[src/rtl/can_txmb_pkg.sv]
`timescale 1ns/1ps
// Shared constants and types for the transmit mailbox controller.
// Assumes exactly three mailboxes, because the packed status word has room for three.
package can_txmb_pkg;
    localparam int NUM_SLOTS      = 3;
    localparam int SLOT_IDX_W     = $clog2(NUM_SLOTS);
    localparam int WORD_W         = 32;
    localparam int DLC_W          = 4;
    localparam int ADDR_W         = 4;
    localparam int KEY_LSB        = 3;
    localparam int KEY_W          = WORD_W - KEY_LSB;
    localparam int ST_CMP_OFS     = 0;
    localparam int ST_OK_OFS      = 1;
    localparam int ST_ABRQ_OFS    = 7;
    localparam int ST_SLOT_STRIDE = 8;
    localparam int ST_EMPTY_BASE  = 26;

    typedef enum logic [1:0] {
        W_ID  = 2'd0,
        W_LEN = 2'd1,
        W_DLO = 2'd2,
        W_DHI = 2'd3
    } mb_word_e;

    typedef struct packed {
        logic [WORD_W-1:0] id;
        logic [DLC_W-1:0]  dlc;
        logic [WORD_W-1:0] lo;
        logic [WORD_W-1:0] hi;
    } frame_t;
endpackage

[src/rtl/txmb_slot.sv]
`timescale 1ns/1ps
// One transmit mailbox: frame storage plus request, flight, completion,
// OK and abort-pending state.
// Assumes launch and done_ev arrive only from the launch unit, with done_ev only while in flight.
module txmb_slot
    import can_txmb_pkg::*;
(
    input  logic              clk,
    input  logic              rst_n,
    input  logic              wr_en,
    input  mb_word_e          wr_sel,
    input  logic [WORD_W-1:0] wr_data,
    input  logic              clr_cmp,
    input  logic              clr_ok,
    input  logic              abort_req,
    input  logic              launch,
    input  logic              done_ev,
    input  logic              done_ok,
    input  logic              one_shot,
    output logic              pending,
    output logic              eligible,
    output logic              in_flight,
    output logic              cmp_flag,
    output logic              ok_flag,
    output logic              abrq_flag,
    output logic              req_event,
    output frame_t            frame
);
    logic accept_wr;
    logic cancel;

    assign accept_wr = wr_en && !pending;
    assign req_event = accept_wr && (wr_sel == W_ID) && wr_data[0];
    assign cancel    = abort_req && pending && !in_flight;
    assign eligible  = pending && !in_flight && !cancel;

    // Frame storage: writable only while the mailbox is empty.
    always_ff @(posedge clk) begin
        if (!rst_n) begin
            frame <= '0;
        end else if (accept_wr) begin
            case (wr_sel)
                W_ID:    frame.id  <= {wr_data[WORD_W-1:1], 1'b0};
                W_LEN:   frame.dlc <= wr_data[DLC_W-1:0];
                W_DLO:   frame.lo  <= wr_data;
                default: frame.hi  <= wr_data;
            endcase
        end
    end

    // Mailbox state: later statements take priority, so events win over clears.
    always_ff @(posedge clk) begin
        if (!rst_n) begin
            pending   <= 1'b0;
            in_flight <= 1'b0;
            cmp_flag  <= 1'b0;
            ok_flag   <= 1'b0;
            abrq_flag <= 1'b0;
        end else begin
            if (clr_cmp) cmp_flag <= 1'b0;
            if (clr_ok)  ok_flag  <= 1'b0;
            if (req_event) begin
                pending  <= 1'b1;
                cmp_flag <= 1'b0;
                ok_flag  <= 1'b0;
            end
            if (cancel) begin
                pending  <= 1'b0;
                cmp_flag <= 1'b1;
                ok_flag  <= 1'b0;
            end
            if (abort_req && in_flight) abrq_flag <= 1'b1;
            if (launch) in_flight <= 1'b1;
            if (done_ev) begin
                in_flight <= 1'b0;
                if (done_ok) begin
                    pending   <= 1'b0;
                    cmp_flag  <= 1'b1;
                    ok_flag   <= 1'b1;
                    abrq_flag <= 1'b0;
                end else if (one_shot || abrq_flag || abort_req) begin
                    pending   <= 1'b0;
                    cmp_flag  <= 1'b1;
                    ok_flag   <= 1'b0;
                    abrq_flag <= 1'b0;
                end
            end
        end
    end

    AST_CANCEL_COMPLETES: assert property (@(posedge clk) disable iff (!rst_n)
        cancel |=> (cmp_flag && !ok_flag && !pending));
    AST_SEND_OK_COMPLETES: assert property (@(posedge clk) disable iff (!rst_n)
        (done_ev && done_ok) |=> (cmp_flag && ok_flag && !pending));
    AST_RETRY_KEEPS_PEND: assert property (@(posedge clk) disable iff (!rst_n)
        (done_ev && !done_ok && !one_shot && !abrq_flag && !abort_req) |=> (pending && !in_flight && !cmp_flag));
    AST_ONESHOT_FAIL: assert property (@(posedge clk) disable iff (!rst_n)
        (done_ev && !done_ok && one_shot) |=> (cmp_flag && !ok_flag && !pending));
    AST_ABORT_FLIGHT_FAIL: assert property (@(posedge clk) disable iff (!rst_n)
        (done_ev && !done_ok && abrq_flag) |=> (cmp_flag && !ok_flag && !pending));
    AST_BUSY_WRITE_IGNORED: assert property (@(posedge clk) disable iff (!rst_n)
        (wr_en && pending) |=> $stable(frame));
    AST_CMP_W0_HOLDS: assert property (@(posedge clk) disable iff (!rst_n)
        (!clr_cmp && !req_event && !cancel && !done_ev) |=> $stable(cmp_flag));
    AST_REQ_CLEARS_FLAGS: assert property (@(posedge clk) disable iff (!rst_n)
        req_event |=> (pending && !cmp_flag && !ok_flag));
endmodule

[src/rtl/txmb_order.sv]
`timescale 1ns/1ps
// Chooses the next mailbox to send, by lowest key or by request age.
// Assumes at most one request event per cycle, and eligible already excludes mailboxes being cancelled.
module txmb_order #(
    parameter int N     = 3,
    parameter int KEY_W = 29
) (
    input  logic                      clk,
    input  logic                      rst_n,
    input  logic                      fifo_mode,
    input  logic [N-1:0]              eligible,
    input  logic [N-1:0]              req_event,
    input  logic [N-1:0][KEY_W-1:0]   keys,
    output logic                      sel_valid,
    output logic [$clog2(N)-1:0]      sel_idx,
    output logic [N-1:0]              sel_onehot
);
    localparam int IDX_W = $clog2(N);

    logic [N-1:0][N-1:0] older_q;   // older_q[i][j]: i was requested before j
    logic [N-1:0]        win;

    // Age matrix: a new request becomes younger than every other mailbox.
    always_ff @(posedge clk) begin
        if (!rst_n) begin
            for (int i = 0; i < N; i++)
                for (int j = 0; j < N; j++)
                    older_q[i][j] <= (i < j);
        end else begin
            for (int i = 0; i < N; i++) begin
                if (req_event[i]) begin
                    for (int j = 0; j < N; j++) begin
                        if (j != i) begin
                            older_q[i][j] <= 1'b0;
                            older_q[j][i] <= 1'b1;
                        end
                    end
                end
            end
        end
    end

    // Winner: eligible and beaten by no other eligible mailbox.
    always_comb begin
        for (int i = 0; i < N; i++) begin
            win[i] = eligible[i];
            for (int j = 0; j < N; j++) begin
                if (j != i && eligible[j]) begin
                    if (fifo_mode) begin
                        if (older_q[j][i]) win[i] = 1'b0;
                    end else if ((keys[j] < keys[i]) || ((keys[j] == keys[i]) && (j < i))) begin
                        win[i] = 1'b0;
                    end
                end
            end
        end
    end

    // Encode the winner index.
    always_comb begin
        sel_idx = '0;
        for (int i = N - 1; i >= 0; i--)
            if (win[i]) sel_idx = IDX_W'(i);
    end

    assign sel_onehot = win;
    assign sel_valid  = |win;

    AST_ONE_WINNER: assert property (@(posedge clk) disable iff (!rst_n)
        $onehot0(win));
    AST_WINNER_EXISTS: assert property (@(posedge clk) disable iff (!rst_n)
        (|eligible) |-> sel_valid);
endmodule

[src/rtl/txmb_launch.sv]
`timescale 1ns/1ps
// Starts one attempt at a time on the engine, holds the frame on registered
// outputs, and routes done back to the mailbox that is in flight.
// Assumes eng_done pulses once per start, only while an attempt is in flight.
module txmb_launch
    import can_txmb_pkg::*;
#(
    parameter int N = 3
) (
    input  logic                  clk,
    input  logic                  rst_n,
    input  logic                  sel_valid,
    input  logic [$clog2(N)-1:0]  sel_idx,
    input  logic [N-1:0]          sel_onehot,
    input  frame_t [N-1:0]        frames,
    input  logic                  eng_done,
    output logic [N-1:0]          launch_vec,
    output logic [N-1:0]          done_vec,
    output logic                  eng_start,
    output logic [$clog2(N)-1:0]  eng_slot,
    output frame_t                eng_frame
);
    logic   busy_q;
    logic   go;
    frame_t frame_mux;

    assign go         = sel_valid && !busy_q;
    assign launch_vec = go ? sel_onehot : '0;

    // Route done to the mailbox in flight.
    always_comb begin
        for (int i = 0; i < N; i++)
            done_vec[i] = eng_done && busy_q && (eng_slot == $clog2(N)'(i));
    end

    // Select the winning frame without an indexed read.
    always_comb begin
        frame_mux = '0;
        for (int i = 0; i < N; i++)
            if (sel_onehot[i]) frame_mux = frame_mux | frames[i];
    end

    // Engine handshake registers.
    always_ff @(posedge clk) begin
        if (!rst_n) begin
            busy_q    <= 1'b0;
            eng_start <= 1'b0;
            eng_slot  <= '0;
            eng_frame <= '0;
        end else begin
            eng_start <= go;
            if (go) begin
                busy_q    <= 1'b1;
                eng_slot  <= sel_idx;
                eng_frame <= frame_mux;
            end else if (eng_done && busy_q) begin
                busy_q <= 1'b0;
            end
        end
    end

    AST_DONE_ONLY_BUSY: assert property (@(posedge clk) disable iff (!rst_n)
        eng_done |-> busy_q);
    AST_START_ONE_CYCLE: assert property (@(posedge clk) disable iff (!rst_n)
        eng_start |=> !eng_start);
    AST_NO_START_WHILE_BUSY: assert property (@(posedge clk) disable iff (!rst_n)
        busy_q |=> !eng_start);
endmodule

[src/rtl/can_txmb_ctrl.sv]
`timescale 1ns/1ps
// Transmit mailbox controller top: register decode, packed status word,
// three mailboxes, ordering and the engine handshake.
// Assumes one register access per cycle and configuration changes only while idle.
module can_txmb_ctrl
    import can_txmb_pkg::*;
(
    input  logic              clk,
    input  logic              rst_n,
    input  logic              reg_wr,
    input  logic [3:0]        reg_addr,
    input  logic [31:0]       reg_wdata,
    output logic [31:0]       reg_rdata,
    input  logic              cfg_fifo_order,
    input  logic              cfg_one_shot,
    output logic              eng_start,
    output logic [1:0]        eng_slot,
    output logic [31:0]       eng_id,
    output logic [3:0]        eng_dlc,
    output logic [31:0]       eng_data_lo,
    output logic [31:0]       eng_data_hi,
    input  logic              eng_done,
    input  logic              eng_ok
);
    localparam int MB_SEL_W = ADDR_W - 2;

    logic                           status_wr;
    mb_word_e                       wr_word;
    logic [NUM_SLOTS-1:0]           slot_wr;
    logic [NUM_SLOTS-1:0]           pend, elig, fly, cmp, okf, abrq, req_ev;
    logic [NUM_SLOTS-1:0]           launch_vec, done_vec, sel_onehot;
    logic [NUM_SLOTS-1:0][KEY_W-1:0] keys;
    frame_t [NUM_SLOTS-1:0]         frames;
    frame_t                         eng_frame;
    logic                           sel_valid;
    logic [SLOT_IDX_W-1:0]          sel_idx;
    logic [WORD_W-1:0]              status_word;

    assign status_wr = reg_wr && (reg_addr == '0);
    assign wr_word   = mb_word_e'(reg_addr[1:0]);

    for (genvar k = 0; k < NUM_SLOTS; k++) begin : g_slot
        assign slot_wr[k] = reg_wr && (reg_addr[ADDR_W-1:2] == MB_SEL_W'(k + 1));
        assign keys[k]    = frames[k].id[WORD_W-1:KEY_LSB];

        txmb_slot u_slot (
            .clk       (clk),
            .rst_n     (rst_n),
            .wr_en     (slot_wr[k]),
            .wr_sel    (wr_word),
            .wr_data   (reg_wdata),
            .clr_cmp   (status_wr && reg_wdata[ST_SLOT_STRIDE*k + ST_CMP_OFS]),
            .clr_ok    (status_wr && reg_wdata[ST_SLOT_STRIDE*k + ST_OK_OFS]),
            .abort_req (status_wr && reg_wdata[ST_SLOT_STRIDE*k + ST_ABRQ_OFS]),
            .launch    (launch_vec[k]),
            .done_ev   (done_vec[k]),
            .done_ok   (eng_ok),
            .one_shot  (cfg_one_shot),
            .pending   (pend[k]),
            .eligible  (elig[k]),
            .in_flight (fly[k]),
            .cmp_flag  (cmp[k]),
            .ok_flag   (okf[k]),
            .abrq_flag (abrq[k]),
            .req_event (req_ev[k]),
            .frame     (frames[k])
        );
    end

    txmb_order #(.N(NUM_SLOTS), .KEY_W(KEY_W)) u_order (
        .clk        (clk),
        .rst_n      (rst_n),
        .fifo_mode  (cfg_fifo_order),
        .eligible   (elig),
        .req_event  (req_ev),
        .keys       (keys),
        .sel_valid  (sel_valid),
        .sel_idx    (sel_idx),
        .sel_onehot (sel_onehot)
    );

    txmb_launch #(.N(NUM_SLOTS)) u_launch (
        .clk        (clk),
        .rst_n      (rst_n),
        .sel_valid  (sel_valid),
        .sel_idx    (sel_idx),
        .sel_onehot (sel_onehot),
        .frames     (frames),
        .eng_done   (eng_done),
        .launch_vec (launch_vec),
        .done_vec   (done_vec),
        .eng_start  (eng_start),
        .eng_slot   (eng_slot),
        .eng_frame  (eng_frame)
    );

    assign eng_id      = eng_frame.id;
    assign eng_dlc     = eng_frame.dlc;
    assign eng_data_lo = eng_frame.lo;
    assign eng_data_hi = eng_frame.hi;

    // Pack per-mailbox flags into the status word.
    always_comb begin
        status_word = '0;
        for (int k = 0; k < NUM_SLOTS; k++) begin
            status_word[ST_SLOT_STRIDE*k + ST_CMP_OFS]  = cmp[k];
            status_word[ST_SLOT_STRIDE*k + ST_OK_OFS]   = okf[k];
            status_word[ST_SLOT_STRIDE*k + ST_ABRQ_OFS] = abrq[k];
            status_word[ST_EMPTY_BASE + k]              = !pend[k];
        end
    end

    // Read mux for the status word and the mailbox words.
    always_comb begin
        reg_rdata = '0;
        if (reg_addr[ADDR_W-1:2] == '0) begin
            if (reg_addr[1:0] == 2'd0) reg_rdata = status_word;
        end else begin
            for (int k = 0; k < NUM_SLOTS; k++) begin
                if (reg_addr[ADDR_W-1:2] == MB_SEL_W'(k + 1)) begin
                    case (wr_word)
                        W_ID:    reg_rdata = {frames[k].id[WORD_W-1:1], pend[k]};
                        W_LEN:   reg_rdata = {{(WORD_W-DLC_W){1'b0}}, frames[k].dlc};
                        W_DLO:   reg_rdata = frames[k].lo;
                        default: reg_rdata = frames[k].hi;
                    endcase
                end
            end
        end
    end

    AST_SINGLE_FLIGHT: assert property (@(posedge clk) disable iff (!rst_n)
        $onehot0(fly));
    AST_EMPTY_AFTER_START_DONE: assert property (@(posedge clk) disable iff (!rst_n)
        (eng_done && eng_ok) |=> (status_word[ST_EMPTY_BASE + int'($past(eng_slot))] == 1'b1));
endmodule

[config.mk]
export PLATFORM = sky130hd
export DESIGN_NAME = can_txmb_ctrl
export DESIGN_NICKNAME = d
export VERILOG_FILES = /design/src/rtl/can_txmb_pkg.sv /design/src/rtl/txmb_slot.sv /design/src/rtl/txmb_order.sv /design/src/rtl/txmb_launch.sv /design/src/rtl/can_txmb_ctrl.sv
export SDC_FILE = /design/constraint.sdc
export NUM_CORES = 1
export LEC_CHECK = 0
export ABC_AREA = 1
export BUFFER_PORTS_ARGS = -buffer_cell sky130_fd_sc_hd__buf_2
export CORE_MARGIN = 5
export CORE_UTILIZATION = 45
export DETAILED_ROUTE_END_ITERATION = 10
export GPL_ROUTABILITY_DRIVEN = 0
export GPL_TIMING_DRIVEN = 1
export HOLD_SLACK_MARGIN = 0.06
export SLEW_MARGIN = 20
export SYNTH_ARGS = -nofsm -noshare
export SYNTH_HDL_FRONTEND = slang
export SYNTH_HIERARCHICAL = 1
export SYNTH_SLANG_ARGS = --single-unit
[constraint.sdc]
create_clock -name clk -period 3.4 [get_ports clk]
set_input_delay 0.34 -clock clk [delete_from_list [all_inputs] [get_ports clk]]
set_output_delay 0.34 -clock clk [all_outputs]
set_load 0.1 [all_outputs]
== After elaboration in Yosys (flattened, before gate mapping) ==
Index checks and enable logic that the tools add are counted.
Word-level totals
  word-level logic and storage cells: 249
  output and inout port bits: 135
  register bits after elaboration: 422
  input bits: 43
Cells by class
  bitwise gates (word level): 4
  equality and inequality tests: 10
  reductions and logical operators: 85
  magnitude comparators: 6
  mux-type cells: 104
Operators by type and width (number)
  two-way mux 100 bit: 3
  case mux 32 bit (3 select lines): 3
  bitwise OR 100 bit: 2
  < comparator 29 bit: 6
  two-way mux 32 bit: 4
  two-way mux 1 bit: 89
  equality test 29 bit: 3
  logical AND 1 bit: 42
  two-way mux 29 bit: 1
  AND reduction 2 bit: 12
  logical NOT 1 bit: 10
  OR reduction 2 bit: 5
  logical OR 1 bit: 9
  equality test 2 bit, second input constant: 4
  equality test 2 x 1 -> 1 bit, second input constant: 3
  logical NOT 2 bit: 3
  two-way mux 2 bit: 3
  OR reduction 3 bit: 2
  logical NOT 4 bit: 1
  two-way mux 3 bit: 1
  NOT 1 bit: 2
  nonzero test 2 bit: 1

== Depth between registers and ports, before layout ==
Gate-level depths: netlist of the first run.
  depth after elaboration: 18
  depth in mapped cells: 22
  gate-level depth less buffers: 20

== Hierarchy ==
Netlist of the first run, hierarchy kept.
By module, submodules not included
  txmb_slot: area each 3691.0 um^2, sequential area each 2082.0 um^2, cells an instance 478, times used 3
  txmb_launch: area each 6454.9 um^2, sequential area each 2082.0 um^2, cells an instance 1207, times used 1
  can_txmb_ctrl: area each 2942.8 um^2, sequential area each 0.0 um^2, cells an instance 677, times used 1
  txmb_order: area each 2683.8 um^2, sequential area each 120.1 um^2, cells an instance 435, times used 1

== Worst setup path before layout of the first run ==
No wires, ideal clock.
  path type: input -> output
  from: input reg_addr[2]
  to: output reg_rdata[11]
  data arrival time: 2.612 ns
  slack: 0.448 ns
  required time: 3.060 ns
  path buffers: 2
  cell stages on the path: 7
  path through: buf_2 > nand2_1 > clkinv_1 > buf_2 > nand2_1 > inv_1 > a21oi_1
Between the ends
  longest elaborated chain between the ends: 5
  elaborated cells on any way between the ends: 8
  classes of those cells: eq/ne: 3; mux: 4; reduce/logical: 1
RTL lines
  start: declaration: line can_txmb_ctrl.sv:11  | input logic [3:0] reg_addr,
  equality test 2 x 1 -> 1 bit: line can_txmb_ctrl.sv:120  | if (reg_addr[ADDR_W-1:2] == MB_SEL_W'(k + 1)) begin
  two-way mux 32 bit (3 in a row): line can_txmb_ctrl.sv:120
  two-way mux 32 bit *: line can_txmb_ctrl.sv:116  | if (reg_addr[ADDR_W-1:2] == '0) begin
  end: declaration: line can_txmb_ctrl.sv:13  | output logic [31:0] reg_rdata,
Every way passes the cells marked *; elsewhere a longest branch is shown, timed or not.

== Worst setup path after layout of the first run ==
  from: register g_slot[2].u_slot/frame[79] (netlist name)
  to: register, netlist name u_launch/eng_frame[17]
Between the ends
  elaborated cells on any way between the ends: 28
  classes of those cells: order compare: 4; eq/ne: 2; mux: 16; bitwise: 2; reduce/logical: 4
RTL lines
  start: declaration: line txmb_slot.sv:27  | output frame_t frame
  < comparator 29 bit *: line txmb_order.sv:51  | end else if ((keys[j] < keys[i]) || ((keys[j] == keys[i]) && (j < i))) begin
  two-way mux 1 bit *: line txmb_order.sv:51
  two-way mux 1 bit *: line txmb_order.sv:49  | if (fifo_mode) begin
  two-way mux 1 bit *: line txmb_order.sv:48  | if (j != i && eligible[j]) begin
  named net sel_onehot[1]: line can_txmb_ctrl.sv:31  | logic [NUM_SLOTS-1:0] launch_vec, done_vec, sel_onehot;
  two-way mux 100 bit: line txmb_launch.sv:40  | if (sel_onehot[i]) frame_mux = frame_mux | frames[i];
  bitwise OR 100 bit: line txmb_launch.sv:40
  two-way mux 100 bit: line txmb_launch.sv:40
The timed path passes the listed nets; every way through them passes the cells marked *.
A chain may end at the register's enable or synchronous reset.

==> results of run 1 <==
-- layout make-up --
| class | instances | share of cell area |
|---|---|---|
| multi-input combinational | 2822 | 0.467 |
| sequential | 422 | 0.314 |
| timing repair buffer | 265 | 0.0852 |
| clock buffer | 66 | 0.0517 |
| inverter | 300 | 0.0421 |
| tap | 680 | 0.0317 |
| clock inverter | 21 | 0.00736 |
| antenna | 3 | 0.000279 |
-- final timing paths --
check                                             end                                    start  cells after the start
setup / recovery  u_launch/eng_frame[17]$_SDFFE_PN0P_  g_slot[2].u_slot/frame[79]$_SDFFE_PN0N_                     20
hold / removal    g_slot[0].u_slot/ok_flag$_SDFF_PN0_                                   eng_ok                      3
setup reg to reg  u_launch/eng_frame[17]$_SDFFE_PN0P_  g_slot[2].u_slot/frame[79]$_SDFFE_PN0N_                     20
hold reg to reg       u_order/older_q[1]$_SDFFE_PP1P_          u_order/older_q[1]$_SDFFE_PP1P_                      2
-- per-layer routing --
| layer | track usage | wire length [um] | vias to the layer above |
|---|---|---|---|
| met2 | 0.518 | 42800 | 1170 |
| met4 | 0.209 | 7080 | 0 |
| met1 | 0.394 | 36100 | 10942 |
| li1 | - | - | 11857 |
| met5 | 0 | 0 | - |
| met3 | 0.0483 | 7700 | 305 |
-- timing repair --
item / 4_1_cts / 5_1_grt
setup endpoints to repair: 0 / 0
setup buffers: 0 / 0
hold endpoints to repair: 1 / 0
hold buffers: 1 / 0
-- where the power goes --
group          switching [mW]  internal (mW)  total, mW  leakage (nW)
logic                    1.49          0.518       2.01          8.23
registers               0.114           5.08       5.19          3.42
clock network            2.23           3.08       5.32         0.783
-- critical path, cell delays in order, from the launching register on --
cell,delay [ps]
dfxtp_1,480
inv_1,100
ha_1,300
nand2_1,60
inv_1,70
nand3_1,110
nor2_2,180
nand2_1,70
nand2_1,90
nand2_1,60
nand2_1,60
nand2_1,60
nand2_2,60
a21oi_2,60
nand2_2,130
clkinv_2,280
buf_12,280
nand2_1,70
nand2_1,50
nor2_1,270
nor2_1,70
-- logic make-up after synthesis --
kind of cell    after synthesis  share of synthesized area
compound gates              404                     0.0902
fa+ha+maj                    87                     0.0470
flops                       422                      0.365
simple gates               2328                      0.403
buf+inv                     509                     0.0944
other cells                   3                   0.000486
-- placed cells by master, fill, tap and decap left out, types with 5 or more instances in the layout --
cell,count
a21oi_1,47
buf_12,52
buf_2,144
buf_4,67
clkbuf_1,7
clkbuf_16,49
clkbuf_8,10
clkinv_2,16
dfxtp_1,422
ha_1,87
inv_1,278
inv_2,16
nand2_1,1077
nand2_2,14
nand3_1,212
nand4_1,26
nor2_1,927
nor2_2,8
nor2_4,8
nor3_1,8
o211ai_1,10
o21ai_0,266
o21ai_1,64
or2_1,5
or2_2,27
-- metrics by stage --
step | cell area, um2 | power, mW
floorplan | 23200 | 6.63
global route | 26900 | 12.9
finish | 26900 | 12.5
CTS | 26900 | 12.6
global placement | 25300 | 7.28
detailed placement | 25300 | 7.28
-- state kept, by name, summed over array words and instances, names as in the netlist --
| register | cells |
|---|---|
| u_launch/eng_start | 1 |
| g_slot.u_slot/abrq_flag | 3 |
| u_launch/busy_q | 1 |
| g_slot.u_slot/frame | 297 |
| g_slot.u_slot/in_flight | 3 |
| u_launch/eng_frame | 100 |
| g_slot.u_slot/ok_flag | 3 |
| u_launch/eng_slot | 2 |
| g_slot.u_slot/pending | 3 |
| g_slot.u_slot/cmp_flag | 3 |
| u_order/older_q | 6 |
==> impl_metrics.tcl, run 1 <==
set metrics [dict create \
    routedWlPerCell_um 20.5 \
    grt_pass1_vias 22500 \
    rows 83 \
    post_cts_resized 0 \
    syn_inst 3753 \
    synth-edff-count 0 \
    grtUsageTotal 0.319 \
    status "complete, no violations" \
    cts-root-buf "clkbuf_16" \
    start_util 0.453 \
    multi_input_area_um2 12600 \
    antenna_found_initial 3 \
    stdcell_count 4579 \
    cts_tree "done" \
    path_max_fanout 29 \
    drt_iter0_drc 2503 \
    grt-ovfl-total 0 \
    drv_cap 0 \
    nets 3989 \
    vias 24274 \
    start_kind "register" \
    avgViaCountPerCell 5.30 \
    ioPinCount 178 \
    crit_arrival_ps 3520 \
    worst_clock_skew_ps 14.5 \
    finalHoldViolCount 0 \
    synth.area.top_cells "dfxtp_1 (36%), nand2_1 (17%), nor2_1 (15%)" \
    fmax_mhz 328 \
    die-width_um 237 \
    synth_area_um2 23200 \
    yosysMostFrequentCell "nand2_1" \
    syn2layout_area_growth_pct 16.0 \
    drc 0 \
    fillers 5450 \
    antenna_left 0 \
    synth.avg_cell_area_um2 6.17 \
    core-area_um2 51100 \
    yosysTopAreaCell "dfxtp_1" \
    min_period_ps 3050 \
    yosys.cell_types.count 38 \
    ir_drop_v 0.000348 \
    numPortBuffers 177 \
    synth_seq_cells 422 \
    fin_util 0.526 \
    fin_setup_tns_ps 0 \
    dr.pass1.iters 6 \
    clock_sink_count 422 \
    async_reset_ff_frac 0 \
    dieArea_um2 56100 \
    synthTopCellsByCount "nand2_1 (1077), nor2_1 (928), dfxtp_1 (422), inv_1 (280), o21ai_0 (266)" \
    layout-drive-gt1-share 0.111 \
    cp-end-kind "register" \
    cts_max_path_buffers 3 \
    slew_headroom 0.452 \
    leakagePower_nw 12.4 \
    clkTransAtPathRegs_ps 60 \
    cts_buffers 48 \
    synth_ff_type "dfxtp_1" \
    finalMaxSlewViolations 0 \
    worst-r2r-setup-slack_ps 350 \
    hold_path_class "primary input to register" \
    totalWireLength_um 93700 \
    rsz0062_at_grt "false" \
    postLayoutSetupSlackWorst_ps 353 \
    synth_top_area_frac 0.365 \
    die_h_um 237 \
    power_density_nw_per_um2 466 \
    dp_cells 4488 \
    worstSetupPathType "register to register" \
    worst_pin_slew_ps 821 \
    cp_data_required_time_ps 3870 \
    period_share 0.896 \
    place_ws_ps 427 \
    grt_pass1_wl_um 139000 \
    clkLatencyLatePin_ps 600 \
    hold_slack_ps 112 \
    setup_violations 0 \
    dp_hpwl_um 64100 \
    grt_start_max_net_pins 120 \
    yosysSeqAreaShare 0.365 \
    cts_max_level 2 \
    synth_nets 3883 \
    area.sequential_um2 8450 \
    yosysWarnings 6 \
]
Note: power is estimated with default switching activity, not from simulation.
==> inputs of run 2 (changes only) <==
--- a/config.mk
+++ b/config.mk
@@ -7,6 +7,7 @@
 export LEC_CHECK = 0
 export ABC_AREA = 1
 export BUFFER_PORTS_ARGS = -buffer_cell sky130_fd_sc_hd__buf_2
+export CAP_MARGIN = 25
 export CORE_MARGIN = 5
 export CORE_UTILIZATION = 45
 export DETAILED_ROUTE_END_ITERATION = 10
==> constraint.sdc (replaced) <==
create_clock -name clk -period 3.4 [get_ports clk]
set_input_delay 0.68 -clock clk [delete_from_list [all_inputs] [get_ports clk]]
set_output_delay 0.68 -clock clk [all_outputs]
set_load 0.1 [all_outputs]
==> run 2 against run 1 <==
  * Cell count rose by 0.48%
  * Design area grew 1.0%
  * Critical endpoint is now reg_rdata[10]
  * Setup slack worse by 220 ps
  * First-iteration DRC count fell by 0.48%
  * Sequential power about the same
  * Fmax fell by 6.6%
  * Global-route usage shrank 0.56 points
  * Critical path type is now primary input to primary output
  * Sequential cell count unchanged
==> impl_metrics.tcl, run 2 (same netlist as run 1, synthesis figures left out) <==
set metrics [dict create \
    status "complete, no violations" \
    drv_cap 0 \
    cp_cell_sequence "buf_2 -> buf_12 -> inv_2 -> nor2_4 -> buf_12 -> nand2_1 -> nand2_1 -> o21ai_1 -> a21oi_2 -> buf_12" \
    place_area_um2 25600 \
    cp-end-kind "primary output" \
    crit_slowest_cell "a21oi_2" \
    vias 24131 \
    dieArea_um2 56100 \
    antenna_left 0 \
    fmax_mhz 306 \
    numPortBuffers 177 \
    grt_start_max_net_pins 111 \
    ioPinCount 178 \
    clock_sink_count 422 \
    drt_iter0_drc 2491 \
    syn2layout_area_growth_pct 17.2 \
    min_period_ps 3260 \
    finalMaxSlewViolations 0 \
    fin_util 0.531 \
    worstSetupPathType "primary input to primary output" \
    cts_setup_buffers 0 \
    rows 83 \
    setup_violations 0 \
    worst_clock_skew_ps 23.5 \
    core-area_um2 51100 \
    cts_max_path_buffers 3 \
    avgViaCountPerCell 5.24 \
    period_share 0.960 \
    worst_pin_slew_ps 739 \
    grt_pass1_vias 22455 \
    cts_tree "done" \
    layout_common_cells "nand2_1 (1076), nor2_1 (925), dfxtp_1 (422)" \
    cts_max_level 2 \
    worst-path-buf-inv 5 \
    clkTransAtPathRegs_ps 60 \
    crit_arrival_ps 2580 \
    nets 4017 \
    start_util 0.453 \
    crit_path_frequent_cell "buf_12" \
    die-width_um 237 \
    path_max_fanout 49 \
    start_kind "primary input" \
    largestRegisters "g_slot.u_slot/frame (297), u_launch/eng_frame (100), u_order/older_q (6)" \
    largest_reg_flops 297 \
    layout_commonest_cell "nand2_1" \
    routedWlPerCell_um 19.9 \
    drc 0 \
    leakagePower_nw 12.6 \
    dp_hpwl_um 63600 \
    hold_path_class "primary input to register" \
    cts-root-buf "clkbuf_16" \
    slew_headroom 0.507 \
    die_h_um 237 \
    fin_area_um2 27100 \
    cpLargestDelayFamily "buffers and inverters" \
    antenna_found_initial 5 \
    power_density_nw_per_um2 457 \
    grt-ovfl-total 0 \
    top_register "g_slot.u_slot/frame" \
    grtUsageTotal 0.314 \
    slowest_delay_ps 350 \
    ir_drop_v 0.000360 \
    cp_data_required_time_ps 2720 \
    totalWireLength_um 91400 \
    clkLatencyLatePin_ps 600 \
    grt_pass1_wl_um 137000 \
    fin_setup_tns_ps 0 \
    rsz0062_at_grt "false" \
    dr.pass1.iters 6 \
    layout-drive-gt1-share 0.117 \
    finalHoldViolCount 0 \
    cts_buffers 48 \
]
[run 2: cell count changes in the layout (fill, tap and decap cells not counted), moves of 5 or more]
cell      before  now
buf_12        52   57
buf_4         67   90
a21oi_2        1    9
clkbuf_1       7   18
a21oi_1       47   39
clkinv_2      16    4
[run 2: report_power, final]
part           leakage, nW  internal, mW  switching, mW
clock                0.734          3.01           2.16
sequential            3.42          5.08          0.120
combinational         8.40         0.545           1.50
total                 12.6          8.63           3.78
[run 2: layout make-up]
| type | count | area [um2] |
|---|---|---|
| fillers | 5411 | 24000 |
| diodes | 2 | 5.00 |
| inverters | 300 | 1130 |
| clock buffers | 77 | 1430 |
| repair buffers | 293 | 2580 |
| multi-input cells | 2822 | 12600 |
| flip-flops and latches | 422 | 8450 |
| clock inverters | 5 | 85.1 |
| well taps | 680 | 851 |
[run 2: stage by stage]
step	setup slack (ps)	cells	power [mW]	hold WS (ps)
floorplan	21.5	3753	6.64	426
global placement	226	4517	7.32	439
detailed placement	151	4517	7.32	444
CTS	194	4599	12.4	270
global route	2.28	4599	12.8	299
finish	137	4601	12.4	286
[run 2: what timing repair did]
| item | in CTS | in global routing |
|---|---|---|
| gates resized for setup | 0 | 2 |
| setup endpoints to repair | 0 | 73 |
| hold buffers | 0 | 0 |
[run 2: final timing paths]
| check | startpoint | cells after the start | slack (ps) | endpoint |
|---|---|---|---|---|
| max reg2reg | g_slot[2].u_slot/frame[91]$_SDFFE_PN0N_ | 16 | 200 | u_launch/eng_frame[72]$_SDFFE_PN0P_ |
| max | reg_addr[1] | 10 | 140 | reg_rdata[10] |
| min reg2reg | u_order/older_q[1]$_SDFFE_PP1P_ | 2 | 460 | u_order/older_q[1]$_SDFFE_PP1P_ |
| min | eng_done | 2 | 290 | u_launch/busy_q$_SDFFE_PN0P_ |
[run 2: routing by layer]
layer | up-vias | track usage | wire (um)
met5 | - | 0 | 16
met1 | 10897 | 0.423 | 37800
met2 | 1074 | 0.499 | 41300
met4 | 4 | 0.145 | 4570
met3 | 222 | 0.0433 | 7630
li1 | 11934 | - | -
